## src/rtl/vid_lane_fmt_pkg.sv

```systemverilog
package vid_lane_fmt_pkg;

   // Lane source codes; numeric values are part of the register interface.
   typedef enum logic [2:0] {
      SRC_ZERO = 3'd0,
      SRC_YG   = 3'd1,
      SRC_YG_D = 3'd2,
      SRC_CB   = 3'd3,
      SRC_CB_D = 3'd4,
      SRC_CR   = 3'd5,
      SRC_CR_D = 3'd6,
      SRC_HOLD = 3'd7
   } src_e;

   localparam int NUM_LANES = 3;   // also the number of components
   localparam int COMP_YG   = 0;
   localparam int COMP_CB   = 1;
   localparam int COMP_CR   = 2;

   // Register offsets (byte addresses)
   localparam int OFF_CFG      = 'h4;
   localparam int OFF_SEL_BASE = 'h8;
   localparam int OFF_SEL_STEP = 4;

   // Configuration word bit positions
   localparam int CFG_LANE_EN_LSB = 0;
   localparam int CFG_GLOBAL_EN   = 6;
   localparam int CFG_MOD_LSB     = 8;
   localparam int SEL_W           = 3;

endpackage

```

## src/rtl/vid_fmt_regs.sv

```systemverilog
module vid_fmt_regs
   import vid_lane_fmt_pkg::*;
#(
   parameter int ADDR_W = 5,
   parameter int DATA_W = 32,
   parameter int MOD_W  = 4
) (
   input  logic                               clk,
   input  logic                               rst_n,
   input  logic                               we,
   input  logic [ADDR_W-1:0]                  addr,
   input  logic [DATA_W-1:0]                  wdata,
   output logic [NUM_LANES-1:0][SEL_W-1:0]    sel_q,
   output logic [NUM_LANES-1:0]               lane_en_q,
   output logic                               glob_en_q,
   output logic [MOD_W-1:0]                   mod_q
);

   localparam int MOD_MSB = CFG_MOD_LSB + MOD_W - 1;
   localparam logic [ADDR_W-1:0] A_CFG = ADDR_W'(OFF_CFG);

   if (ADDR_W < 5) begin : g_bad_addr
      $error("vid_fmt_regs: ADDR_W must reach offset 0x10");
   end
   if (DATA_W <= MOD_MSB + 1) begin : g_bad_data
      $error("vid_fmt_regs: DATA_W too narrow for the modulo field");
   end

   logic unused_wbits;
   assign unused_wbits = ^{wdata[DATA_W-1:MOD_MSB+1], wdata[CFG_GLOBAL_EN+1],
                           wdata[CFG_GLOBAL_EN-1:NUM_LANES]};

   always_ff @(posedge clk) begin
      if (!rst_n) begin
         sel_q     <= '0;
         lane_en_q <= '0;
         glob_en_q <= 1'b0;
         mod_q     <= '0;
      end else if (we) begin
         if (addr == A_CFG) begin
            lane_en_q <= wdata[CFG_LANE_EN_LSB +: NUM_LANES];
            glob_en_q <= wdata[CFG_GLOBAL_EN];
            mod_q     <= wdata[CFG_MOD_LSB +: MOD_W];
         end
         for (int l = 0; l < NUM_LANES; l++) begin
            if (addr == ADDR_W'(OFF_SEL_BASE + OFF_SEL_STEP * l))
               sel_q[l] <= wdata[SEL_W-1:0];
         end
      end
   end

endmodule

```

## src/rtl/vid_fmt_phase.sv

```systemverilog
module vid_fmt_phase #(
   parameter int MOD_W = 4
) (
   input  logic             clk,
   input  logic             rst_n,
   input  logic             de,
   input  logic [MOD_W-1:0] mod_cnt,
   output logic             load
);

   if (MOD_W < 1) begin : g_bad_mod
      $error("vid_fmt_phase: MOD_W must be at least 1");
   end

   logic [MOD_W-1:0] phase_q;

   always_ff @(posedge clk) begin
      if (!rst_n)                phase_q <= '0;
      else if (!de)              phase_q <= '0;
      else if (phase_q >= mod_cnt) phase_q <= '0;
      else                       phase_q <= phase_q + 1'b1;
   end

   assign load = (phase_q == '0);

   // a blanked pixel always leaves the phase ready to load
   assert_blank_rephase_R9: assert property (@(posedge clk) disable iff (!rst_n)
      !de |=> load);

   // with a nonzero count, a load inside a data-enabled run is not repeated next pixel
   assert_skip_after_load_R9: assert property (@(posedge clk) disable iff (!rst_n)
      (de && load && mod_cnt != '0) |=> !load);

endmodule

```

## src/rtl/vid_fmt_lane.sv

```systemverilog
module vid_fmt_lane
   import vid_lane_fmt_pkg::*;
#(
   parameter int COMP_W = 8
) (
   input  logic                              clk,
   input  logic                              rst_n,
   input  src_e                              sel,
   input  logic                              lane_on,
   input  logic                              load,
   input  logic [NUM_LANES-1:0][COMP_W-1:0]  comp_cur,
   input  logic [NUM_LANES-1:0][COMP_W-1:0]  comp_dly,
   output logic [COMP_W-1:0]                 q
);

   logic [COMP_W-1:0] pick;

   always_comb begin
      unique case (sel)
         SRC_ZERO: pick = '0;
         SRC_YG:   pick = comp_cur[COMP_YG];
         SRC_YG_D: pick = comp_dly[COMP_YG];
         SRC_CB:   pick = comp_cur[COMP_CB];
         SRC_CB_D: pick = comp_dly[COMP_CB];
         SRC_CR:   pick = comp_cur[COMP_CR];
         SRC_CR_D: pick = comp_dly[COMP_CR];
         SRC_HOLD: pick = q;
         default:  pick = '0;
      endcase
   end

   always_ff @(posedge clk) begin
      if (!rst_n)       q <= '0;
      else if (!lane_on) q <= '0;
      else if (load)    q <= pick;
   end

   // a disabled lane shows zero one pixel later
   assert_off_lane_zero_R7: assert property (@(posedge clk) disable iff (!rst_n)
      !lane_on |=> q == '0);

   // hold code freezes an enabled lane
   assert_hold_stable_R6: assert property (@(posedge clk) disable iff (!rst_n)
      (lane_on && sel == SRC_HOLD) |=> $stable(q));

   // an enabled lane outside its load phase keeps its value
   assert_phase_gate_R9: assert property (@(posedge clk) disable iff (!rst_n)
      (lane_on && !load) |=> $stable(q));

endmodule

```

## src/rtl/vid_lane_fmt.sv

```systemverilog
module vid_lane_fmt
   import vid_lane_fmt_pkg::*;
#(
   parameter int COMP_W = 8,
   parameter int ADDR_W = 5,
   parameter int DATA_W = 32,
   parameter int MOD_W  = 4
) (
   input  logic                          clk,
   input  logic                          rst_n,
   input  logic                          reg_we,
   input  logic [ADDR_W-1:0]             reg_addr,
   input  logic [DATA_W-1:0]             reg_wdata,
   input  logic [COMP_W-1:0]             in_yg,
   input  logic [COMP_W-1:0]             in_cb,
   input  logic [COMP_W-1:0]             in_cr,
   input  logic                          in_de,
   output logic [NUM_LANES*COMP_W-1:0]   out_data,
   output logic                          out_de
);

   if (COMP_W < 1) begin : g_bad_comp
      $error("vid_lane_fmt: COMP_W must be at least 1");
   end

   logic [NUM_LANES-1:0][SEL_W-1:0]   sel_q;
   logic [NUM_LANES-1:0]              lane_en_q;
   logic                              glob_en_q;
   logic [MOD_W-1:0]                  mod_q;
   logic                              load;
   logic [NUM_LANES-1:0][COMP_W-1:0]  comp_cur;
   logic [NUM_LANES-1:0][COMP_W-1:0]  comp_dly;

   assign comp_cur[COMP_YG] = in_yg;
   assign comp_cur[COMP_CB] = in_cb;
   assign comp_cur[COMP_CR] = in_cr;

   vid_fmt_regs #(
      .ADDR_W (ADDR_W),
      .DATA_W (DATA_W),
      .MOD_W  (MOD_W)
   ) u_regs (
      .clk       (clk),
      .rst_n     (rst_n),
      .we        (reg_we),
      .addr      (reg_addr),
      .wdata     (reg_wdata),
      .sel_q     (sel_q),
      .lane_en_q (lane_en_q),
      .glob_en_q (glob_en_q),
      .mod_q     (mod_q)
   );

   vid_fmt_phase #(
      .MOD_W (MOD_W)
   ) u_phase (
      .clk     (clk),
      .rst_n   (rst_n),
      .de      (in_de),
      .mod_cnt (mod_q),
      .load    (load)
   );

   // One-pixel delay copy of each component
   for (genvar c = 0; c < NUM_LANES; c++) begin : g_dly
      always_ff @(posedge clk) begin
         if (!rst_n) comp_dly[c] <= '0;
         else        comp_dly[c] <= comp_cur[c];
      end
   end

   for (genvar l = 0; l < NUM_LANES; l++) begin : g_lane
      vid_fmt_lane #(
         .COMP_W (COMP_W)
      ) u_lane (
         .clk      (clk),
         .rst_n    (rst_n),
         .sel      (src_e'(sel_q[l])),
         .lane_on  (glob_en_q & lane_en_q[l]),
         .load     (load),
         .comp_cur (comp_cur),
         .comp_dly (comp_dly),
         .q        (out_data[l*COMP_W +: COMP_W])
      );
   end

   always_ff @(posedge clk) begin
      if (!rst_n) out_de <= 1'b0;
      else        out_de <= in_de;
   end

   // strobe follows input by exactly one clock
   assert_de_rise_R8: assert property (@(posedge clk) disable iff (!rst_n)
      in_de |=> out_de);
   assert_de_fall_R8: assert property (@(posedge clk) disable iff (!rst_n)
      !in_de |=> !out_de);

   // global enable clear blanks the whole bus on the next pixel
   assert_global_off_R10: assert property (@(posedge clk) disable iff (!rst_n)
      !glob_en_q |=> out_data == '0);

endmodule

```

## config.mk

```make
export PLATFORM = sky130hd
export DESIGN_NAME = vid_lane_fmt
export DESIGN_NICKNAME = d
export VERILOG_FILES = /design/src/rtl/vid_lane_fmt_pkg.sv /design/src/rtl/vid_fmt_regs.sv /design/src/rtl/vid_fmt_phase.sv /design/src/rtl/vid_fmt_lane.sv /design/src/rtl/vid_lane_fmt.sv
export SDC_FILE = /design/constraint.sdc
export NUM_CORES = 1
export LEC_CHECK = 0
export CAP_MARGIN = 10
export CORE_ASPECT_RATIO = 1.25
export CORE_UTILIZATION = 45
export CTS_BUF_LIST = sky130_fd_sc_hd__clkbuf_4
export CTS_CLUSTER_DIAMETER = 120
export DETAILED_ROUTE_END_ITERATION = 16
export DONT_BUFFER_PORTS = 1
export GPL_TIMING_DRIVEN = 0
export RECOVER_POWER = 25
export SLEW_MARGIN = 25
export SYNTH_ARGS = -nofsm -noshare
export SYNTH_HDL_FRONTEND = slang
export SYNTH_HIERARCHICAL = 1
export SYNTH_SLANG_ARGS = --single-unit
export TNS_END_PERCENT = 30
```

## constraint.sdc

```tcl
create_clock -name clk -period 1.8 [get_ports clk]
set_input_delay 0.18 -clock clk [delete_from_list [all_inputs] [get_ports clk]]
set_output_delay 0.18 -clock clk [all_outputs]
set_load 0.005 [all_outputs]
```

== After elaboration in Yosys (flattened, before gate mapping) ==
Cells that the tools add are included.
W data, S select, Z words.

* $lt $le $gt $ge: 1
* Equality and inequality tests: 25
* Reduce and logical (&&, ||, !) cells: 15
* $add $sub $neg: 1
* Muxes and demuxes: 3
* Bitwise gates (word level): 8

{| class="wikitable"
|+ Operators with widths
! operator !! number
|-
| $pmux W8 S7 || 3
|-
| $eq A3 B3 Y1 const B || 12
|-
| $reduce_and A2 Y1 || 10
|-
| $eq A3 B2 Y1 const B || 6
|-
| $eq A5 B4 Y1 const B || 2
|-
| $eq A3 B1 Y1 const B || 3
|-
| $logic_not A3 Y1 || 3
|-
| $eq A5 B3 Y1 const B || 1
|-
| $eq A5 B5 Y1 const B || 1
|-
| $not A1 Y1 || 5
|-
| $add A4 B1 Y4 const B || 1
|-
| $ge A4 B4 Y1 || 1
|-
| $logic_not A4 Y1 || 1
|-
| $and A1 B1 Y1 || 3
|-
| $reduce_or A3 Y1 || 1
|}

* Output and inout bits: 25
* Flip-flop bits (word level): 70
* Word-level logic and storage cells: 67

== Logic depth before layout (Yosys ltp) ==
Gate-level depths: netlist of the first run.

* Depth after elaboration: 3
* Mapped depth: 7
* Mapped depth without buffers: 7

== Hierarchy ==
The synthesis of the first run kept the hierarchy.

{| class="wikitable"
|+ By module, submodules not included
! module !! times used !! seq. area each (µm²) !! area each (µm²) !! cells each
|-
| vid_fmt_lane || 3 || 160.2 || 775.7 || 88
|-
| vid_lane_fmt || 1 || 500.5 || 721.9 || 55
|-
| vid_fmt_regs || 1 || 340.3 || 690.7 || 70
|-
| vid_fmt_phase || 1 || 80.1 || 285.3 || 28
|}

== Worst setup path before layout of the first run ==
No wires, ideal clock.

* Kind: register -> register
* Start point: reg u_phase.phase_q[0]
* End point: reg g_lane[0].u_lane.q[4]
* Setup time: 0.075 ns
* Slack: 0.097 ns
* Data arrival time: 1.628 ns
* Required time: 1.725 ns
* Path buffers: 0
* Stages on the path, launching flop included: 8
* Cells stage by stage: dfxtp_1 > inv_1 > ha_1 > nor3b_1 > inv_1 > a31oi_4 > nand2_1 > o22ai_1

* Word-level cells in the longest chain between the ends: 2

{| class="wikitable"
|+ RTL lines
! element !! RTL line !! source
|-
| from (decl) || vid_fmt_phase.sv:15 || <nowiki>logic [MOD_W-1:0] phase_q;</nowiki>
|-
| from (signal assigned) || vid_fmt_phase.sv:21 || <nowiki>else phase_q <= phase_q + 1'b1;</nowiki>
|-
| $logic_not A4 Y1 || vid_fmt_phase.sv:24 || <nowiki>assign load = (phase_q == '0);</nowiki>
|-
| named net load || vid_lane_fmt.sv:30 || <nowiki>logic load;</nowiki>
|-
| $reduce_and A2 Y1 (no line) || -- ||
|-
| to (signal assigned) || vid_fmt_lane.sv:35 || <nowiki>else if (load) q <= pick;</nowiki>
|-
| to (decl) || vid_fmt_lane.sv:13 || <nowiki>output logic [COMP_W-1:0] q</nowiki>
|}

The timed path passes the listed nets, and every way through them passes these cells.
A chain may end at the register's enable or synchronous reset.

== Worst setup path after layout of the first run ==
* Start point: reg u_regs/sel_q[7] in the netlist's numbering
* End point: reg g_lane[2].u_lane.q[7]

* Word-level cells in the longest chain between the ends: 3
* Elaborated cells between the ends (all ways): 11
* Those cells by class: 7 x eq/ne; 1 x mux; 1 x bitwise; 2 x reduce/logical

{| class="wikitable"
|+ RTL lines
! element !! RTL line !! source
|-
| from (decl) || vid_fmt_regs.sv:13 || <nowiki>output logic [NUM_LANES-1:0][SEL_W-1:0] sel_q,</nowiki>
|-
| from (signal, indexed assignment) || vid_fmt_regs.sv:47 || <nowiki>sel_q[l] <= wdata[SEL_W-1:0];</nowiki>
|-
| branches (longest 3 deep; another with $pmux W8 S7) || -- ||
|-
| to (signal assigned) || vid_fmt_lane.sv:35 ||
|-
| to (decl) || vid_fmt_lane.sv:13 ||
|}

Several ways; the timed one is not identified.

==> reports/metrics.yaml, run 1 <==
status: "finished with violations"
violations: "setup timing"
ff2ff_setup_slack_ns: -0.02
grt.total_usage_pct: 27.3
gp_congestion: 0.856
rsz0062_at_grt: "true"
die_w_um: 86.6
post-route-drc-count: 0
dr.pass1.iters: 4
rows: 38
core_mm2: 0.00870
first_iter_violations: 260
cp_num_buf_inv: 1
antenna_cells: 0
clkLatencyLatePin_ns: 0.45
cp_slowest_cell: "a222oi_1"
drive_gt1_share_pct: 25.3
timing.fmax_mhz: 549
critPathTopFamily: "compound AO/OA/AOI/OAI gates"
tightest_slew_ns: 0.574
grt_max_degree: 12
grt_pass1_wl_um: 18600
cts_tree: "yes"
cp-endpoint: "g_lane[2].u_lane/q[7]"
antenna_found_initial: 0
synth-seq-cells: 70
cts_root_buf: "clkbuf_4"
synthesis.nets: 488
cp_num_cells: 4
min_path_type: "input port to flip-flop"
p_per_area_mw_per_mm2: 586
cts_buffers: 9
slew_headroom_pct: 61.7
fillers: 818
period_share_pct: 101
crit_chain: "buf_4 > mux2_2 > a222oi_1 > a21oi_1"
worst_hold_slack_ns: 0.0224
path_clk_slew_ns: 0.13
via_count: 3525
cts.sink_count: 70
syn_area_per_cell_um2: 9.65
ys_seq_area_share_pct: 34.8
grt.overflow.total: 0
finalNonFillerCells: 614
synth_area_mm2: 0.00403
htreeDepth: 3
synth_top_cell_by_area: "dfxtp_1"
timing.rr.end: "g_lane[2].u_lane/q[7]"
port_buffers: 0
fin_skew_ns: 0.0167
die_h_um: 108
hold_violations: 0
routed_wl_um: 12100
dp_cells: 537
drtAntennaViolNets: 0
setup_violations: 1
yosys-top-cells-area: "dfxtp_1 (35%), mux2i_1 (10%), nand2_1 (5.8%)"
first_global_vias: 3577
worstSetupStartpoint: "u_regs/sel_q[7]"
yosysTopAreaCellShare_pct: 34.8
dp_slack_ns: -0.735
setup_ws_ns: -0.0225
worstReg2RegStart: "u_regs/sel_q[7]"
dieArea_mm2: 0.00933
viasPerCell: 5.74
maxCapViolations: 0
dpl.hpwl_um: 8340
leakage_uw: 0.00180
start_util_pct: 46.3
final_util_pct: 56.6
critPathLaunchType: "flip-flop"
cts_max_path_buffers: 2
ff2ff_path_depth: 4
wl_per_cell_um: 19.7
end_kind: "flip-flop"
yosysWarnings: 6
synth_cell_types: 46
syn_inst: 417
slew_violations: 0
ir_drop_uv: 402
nets: 560
crit_required_ns: 2.11
period_needed_ns: 1.82
total_power_uw: 2880
worstSetupPathType: "flip-flop to flip-flop"
critPathMaxStageDelay_ns: 0.51
syn2layout_area_growth_pct: 22.3
ios: 90
critPathMaxFanout: 10
worstPathArrival_ns: 2.13
==> timing repair <==
action | 4_1_cts | 5_1_grt
hold buffers | 46 | 0
gates cloned | 0 | 0
pin swaps | 0 | 1
resized for setup | 2 | 12
endpoints found under the hold margin | 51 | 0
setup buffers | 7 | 8
endpoints found under the setup margin | 24 | 20
==> power breakdown <==
part	switching [uW]	total [uW]	leakage, uW	internal, uW
sequential	26.8	1610	0.000573	1580
clock	574	1020	0.0000719	444
combinational	99.6	258	0.00115	158
==> routing by layer <==
metal | GRT usage [%] | vias to the layer above | wire length [um]
met5 | 0 | - | 0
met4 | 19.3 | 0 | 640
met3 | 6.52 | 39 | 769
met2 | 46.8 | 142 | 6120
met1 | 29.3 | 1685 | 4550
li1 | - | 1659 | -
==> cell families (layout without fill, tap and decap cells) <==
| kind of cell | Yosys count | in the layout | synth area share [%] |
|---|---|---|---|
| compound gates | 95 | 95 | 17.9 |
| xor+xnor | 2 | 2 | 0.435 |
| fa+ha+maj | 6 | 6 | 1.87 |
| buf+inv | 45 | 122 | 8.08 |
| flops | 70 | 70 | 34.8 |
| mux | 65 | 65 | 18.0 |
| simple gates | 134 | 134 | 18.9 |
==> worst reg2reg max path, stage by stage (launching register included) <==
cell and delay (ns):
dfxtp_1 0.44, buf_4 0.26, mux2_2 0.36, a222oi_1 0.51, a21oi_1 0.13
==> metrics by stage <==
step	setup TNS [ns]	instance area, um2
floorplan	0	4030
detailed placement	-14.25	4180
global route	-0.0298	4920
global placement	-13.98	4180
CTS	0	4840
finish	-0.0225	4920
==> flip-flops by register name (all words and copies together), names as in the netlist <==
register	count
u_regs/mod_q	4
out_de	1
u_regs/sel_q	9
g_lane.u_lane/q	24
u_phase/phase_q	4
comp_dly	24
u_regs/glob_en_q	1
u_regs/lane_en_q	3
==> final cells by class <==
cell class              count  area, um2  area share, %
clock buffers              11       82.6           1.68
repair buffers             61        597           12.1
flip-flops and latches     70       1410           28.6
multi-input cells         302       2310           47.0
inverters                  14       52.6           1.07
plain buffers              31        273           5.54
well taps                 120        150           3.05
clock inverters             5       50.0           1.02
==> layout by cell type, fill, tap and decap left out, types with 8 or more instances in the layout <==
| cell type | instances |
|---|---|
| buf_4 | 20 |
| inv_1 | 10 |
| nand3b_1 | 8 |
| o211ai_1 | 9 |
| and2_1 | 11 |
| a221o_1 | 12 |
| buf_6 | 12 |
| and2_2 | 19 |
| dlygate4sd3_1 | 46 |
| o21ai_0 | 27 |
| mux2_2 | 18 |
| dfxtp_1 | 66 |
| nand2_1 | 61 |
| o22ai_1 | 12 |
| nor2b_1 | 9 |
| clkbuf_4 | 11 |
| mux2i_1 | 41 |
==> synthesized netlist by cell type, drive strengths merged <==
master	instances
mux4	3
o211ai	10
clkbuf	5
nor2	4
nor3	3
nor4b	1
a222oi	3
nand2b	6
nand3b	8
o21ai	27
and3	1
mux2i	41
nor4	1
a31oi	6
nand3	2
a221oi	6
o2bb2ai	6
nand2	62
o221ai	3
o22ai	12
o311ai	3
a21oi	7
a221o	12
nor3b	2
ha	6
and2b	3
xnor2	1
nand4b	1
xor2	1
nor2b	9
inv	14
buf	26
dfxtp	70
and2	31
mux2	21
==> worst min-delay path by stage <==
stage              from            to  slack, ns  cells past startpoint
2_1_floorplan  in_yg[0]   comp_dly[0]       0.31                      1
4_1_cts           rst_n   comp_dly[9]      0.002                      2
3_3_place_gp   in_yg[2]   comp_dly[2]       0.31                      1
6_report          rst_n   comp_dly[9]       0.02                      2
3_5_place_dp   in_cr[6]  comp_dly[22]       0.31                      1
5_1_grt           rst_n  comp_dly[14]       0.01                      2
Power figures use the tool's default switching activity.
==> run 2, diff against run 1 <==
--- a/config.mk
+++ b/config.mk
@@ -7,9 +7,9 @@
 export LEC_CHECK = 0
 export CAP_MARGIN = 10
 export CORE_ASPECT_RATIO = 1.25
+export CORE_MARGIN = 5
 export CORE_UTILIZATION = 45
 export CTS_BUF_LIST = sky130_fd_sc_hd__clkbuf_4
-export CTS_CLUSTER_DIAMETER = 120
 export DETAILED_ROUTE_END_ITERATION = 16
 export DONT_BUFFER_PORTS = 1
 export GPL_TIMING_DRIVEN = 0
@@ -17,6 +17,5 @@
 export SLEW_MARGIN = 25
 export SYNTH_ARGS = -nofsm -noshare
 export SYNTH_HDL_FRONTEND = slang
-export SYNTH_HIERARCHICAL = 1
 export SYNTH_SLANG_ARGS = --single-unit
 export TNS_END_PERCENT = 30
==> reports/metrics.yaml, run 2 <==
status: "finished clean"  # was finished with violations
design_area_mm2: 0.00433  # was 0.00492 mm2
slew_headroom_pct: 63.1  # was 61.7%
hold_depth: 3  # was 2
async_flop_share_pct: 0  # unchanged
ff2ff_path_depth: 4  # unchanged
htreeDepth: 3  # unchanged
yosys-top-cells-area: "dfxtp_1 (38%), mux2i_1 (12%), a221o_1 (5.7%)"  # was dfxtp_1 (35%), mux2i_1 (10%), nand2_1 (5.8%)
first_global_vias: 3267  # was 3577
routed_wl_um: 11500  # was 12100 um
worstReg2RegStart: "u_regs.sel_q[6]"  # was u_regs/sel_q[7]
grt.overflow.total: 0  # unchanged
port_buffers: 0  # unchanged
syn2layout_area_growth_pct: 18.2  # was 22.3%
period_needed_ns: 1.76  # was 1.82 ns
viasPerCell: 6.28  # was 5.74
nets: 484  # was 560
slew_violations: 0  # unchanged
synthFlopType: "dfxtp_1"  # unchanged
yosysWarnings: 0  # was 6
layout_commonest_cell: "dfxtp_1"  # unchanged
p_per_area_mw_per_mm2: 685  # was 586 mW/mm2
cts_buffers: 9  # unchanged
final_util_pct: 54.9  # was 56.6%
syn_inst: 366  # was 417
crit_required_ns: 2.14  # was 2.11 ns
grt_max_degree: 12  # unchanged
rows: 36  # was 38
drtAntennaViolNets: 0  # unchanged
dieArea_mm2: 0.0101  # was 0.00933 mm2
start_util_pct: 46.5  # was 46.3%
setup_violations: 0  # was 1
crit_chain: "clkbuf_1 > clkbuf_2 > o211ai_1 > a32o_1"  # was buf_4 > mux2_2 > a222oi_1 > a21oi_1
synth-seq-cells: 70  # unchanged
most-common-layout-cells: "dfxtp_1 (68), mux2i_1 (45), dlygate4sd3_1 (33)"  # was dfxtp_1 (66), nand2_1 (61), dlygate4sd3_1 (46)
die_h_um: 111  # was 108 um
holdCritStartpoint: "in_cb[5]"  # was rst_n
ys_seq_area_share_pct: 38.3  # was 34.8%
period_share_pct: 98.0  # was 101%
maxCapViolations: 0  # unchanged
tightest_slew_ns: 0.553  # was 0.574 ns
rsz0062_at_grt: "true"  # unchanged
core_mm2: 0.00788  # was 0.00870 mm2
timing.rr.end: "g_lane[2].u_lane.q[1]"  # was g_lane[2].u_lane/q[7]
top_regs: "comp_dly: 24 flops, g_lane.u_lane.q: 24 flops, u_regs.sel_q: 9 flops"  # was comp_dly: 24 flops, g_lane.u_lane/q: 24 flops, u_regs/sel_q: 9 flops
end_kind: "flip-flop"  # unchanged
cts_max_path_buffers: 2  # unchanged
ys_top_cells_by_count: "dfxtp_1 (70), mux2i_1 (45), nor2b_1 (27)"  # was dfxtp_1 (70), nand2_1 (62), mux2i_1 (41)
path_clk_slew_ns: 0.13  # about the same
antenna_found_initial: 0  # unchanged
hold_violations: 0  # unchanged
worstPathArrival_ns: 2.10  # was 2.13 ns
holdPathEnd: "g_lane[0].u_lane.q[5]"  # was comp_dly[9]
cts_root_buf: "clkbuf_4"  # unchanged
critPathMaxFanout: 10  # unchanged
grt_pass1_wl_um: 18100  # was 18600 um
fillers: 729  # was 818
cts_tree: "yes"  # unchanged
critPathLaunchType: "flip-flop"  # unchanged
synth_edf_count: 0  # unchanged
ir_drop_uv: 391  # was 402 uV
first_iter_violations: 282  # was 260
place_area_mm2: 0.00378  # was 0.00418 mm2
syn_area_per_cell_um2: 10.0  # was 9.65 um2
ff_latch_area_mm2: 0.00140  # was 0.00141 mm2
dr.pass1.iters: 5  # was 4
synth_most_common_cell: "dfxtp_1"  # unchanged
antenna_cells: 0  # unchanged
grt.total_usage_pct: 23.1  # was 27.3%
multiInputGateArea_mm2: 0.00211  # was 0.00231 mm2
critPathMaxStageDelay_ns: 0.46  # was 0.51 ns
clkLatencyLatePin_ns: 0.45  # about the same
dpl.hpwl_um: 8030  # was 8340 um
die_w_um: 90.7  # was 86.6 um
via_count: 3220  # was 3525
timing.fmax_mhz: 567  # was 549 MHz
wl_per_cell_um: 22.4  # was 19.7 um
synth_cell_types: 43  # was 46
leakage_uw: 0.00159  # was 0.00180 uW
synthesis.nets: 437  # was 488
ios: 90  # unchanged
synth_top_cell_by_area: "dfxtp_1"  # unchanged
cts.sink_count: 70  # unchanged
post-route-drc-count: 0  # unchanged
gp_congestion: 0.867  # was 0.856
fin_skew_ns: 0.0225  # was 0.0167 ns
cp_slowest_cell: "clkbuf_1"  # was a222oi_1
ff2ff_setup_slack_ns: 0.04  # was -0.02 ns
yosysTopAreaCellShare_pct: 38.3  # was 34.8%
min_path_type: "input port to flip-flop"  # unchanged
worstSetupPathType: "flip-flop to flip-flop"  # unchanged
synth_area_mm2: 0.00366  # was 0.00403 mm2
drive_gt1_share_pct: 13.9  # was 25.3%
[run 2: cell count changes in the layout (fill, tap and decap cells not counted), moves of 13 or more]
cell           delta
dlygate4sd3_1    -13
buf_4            -17
nand2_1          -45
a32o_1           +17
nor2b_1          +16
and2_2           -19
o21ai_0          -26
[run 2: critical path, delay by kind of cell (launching register included)]
kind / cells / cell delay (ns)
buffers and inverters: 2 / 0.85
DFF: 1 / 0.41
AOI/OAI and AO/OA: 2 / 0.40
[run 2: power breakdown]
group | internal, uW | total, uW | leakage (uW) | switching (uW)
clock | 564 | 1150 | 0.0000829 | 587
combinational | 118 | 202 | 0.000940 | 84.5
sequential | 1580 | 1610 | 0.000572 | 29.1
total | 2260 | 2960 | 0.00159 | 701
[run 2: cell type report]
cell class,count,share of cell area (%)
Tap cell,95,2.75
Multi-Input combinational cell,258,48.8
Timing Repair Buffer,36,8.15
Inverter,10,0.867
Sequential cell,70,32.4
Clock buffer,10,1.73
Clock inverter,6,1.76
Buffer,28,3.47
[run 2: per-layer routing]
| layer | up-vias | GRT usage [%] | part of all wire, % |
|---|---|---|---|
| met4 | 0 | 10.2 | 3.3 |
| li1 | 1493 | - | - |
| met1 | 1530 | 28.4 | 40 |
| met3 | 32 | 6.18 | 8.5 |
| met5 | - | 0 | 0 |
| met2 | 165 | 37.7 | 48 |
[run 2: what timing repair did]
item,4_1_cts,5_1_grt
hold endpoints to repair,47,0
setup endpoints to repair,24,25
buffers inserted,2,1
hold buffers,33,0
resized for setup,10,12
pin swaps,2,5
[run 2: worst max path at each step]
| stage | startpoint | endpoint | slack (ns) | cells after the start |
|---|---|---|---|---|
| after floorplan | u_phase.phase_q[0] | g_lane[0].u_lane.q[1] | 0.12 | 8 |
| after global placement | u_phase.phase_q[0] | g_lane[2].u_lane.q[5] | -0.19 | 6 |
| after detailed placement | u_phase.phase_q[0] | g_lane[2].u_lane.q[5] | -0.20 | 6 |
| after CTS | u_phase.phase_q[0] | g_lane[0].u_lane.q[2] | 0.001 | 8 |
| after global routing | u_phase.phase_q[0] | u_phase.phase_q[0] | -0.05 | 6 |
| final | u_regs.sel_q[6] | g_lane[2].u_lane.q[1] | 0.04 | 4 |
[run 2: kinds of logic (layout without fill, tap and decap cells)]
group,Yosys count,after routing,share of synthesized area (%)
muxes,61,61,17.2
and+or+nand+nor,109,109,18.0
DFF,70,70,38.3
AOI/OAI and AO/OA,80,80,19.4
adders and majority gates,6,6,2.05
buffers and inverters,38,90,4.58
xor gates and xnor gates,2,2,0.478
[run 2: through the flow]
step | worst slack, ns | cells | hold WS (ns) | TNS (ns) | total power (uW)
floorplan | 0.118 | 366 | 0.302 | 0 | 1740
global placement | -0.185 | 461 | 0.303 | -1.70 | 1780
detailed placement | -0.197 | 461 | 0.305 | -1.98 | 1780
CTS | 0.00111 | 512 | 0.00491 | 0 | 2970
global route | -0.0528 | 513 | 0.00670 | -0.327 | 3090
finish | 0.0367 | 513 | 0.0187 | 0 | 2960
==> run 3, diff against run 2 <==
--- a/config.mk
+++ b/config.mk
@@ -10,6 +10,7 @@
 export CORE_MARGIN = 5
 export CORE_UTILIZATION = 45
 export CTS_BUF_LIST = sky130_fd_sc_hd__clkbuf_4
+export CTS_CLUSTER_DIAMETER = 50
 export DETAILED_ROUTE_END_ITERATION = 16
 export DONT_BUFFER_PORTS = 1
 export GPL_TIMING_DRIVEN = 0
==> results of run 3 <==
Final layout, timing and power as in run 2 (identical DEF).
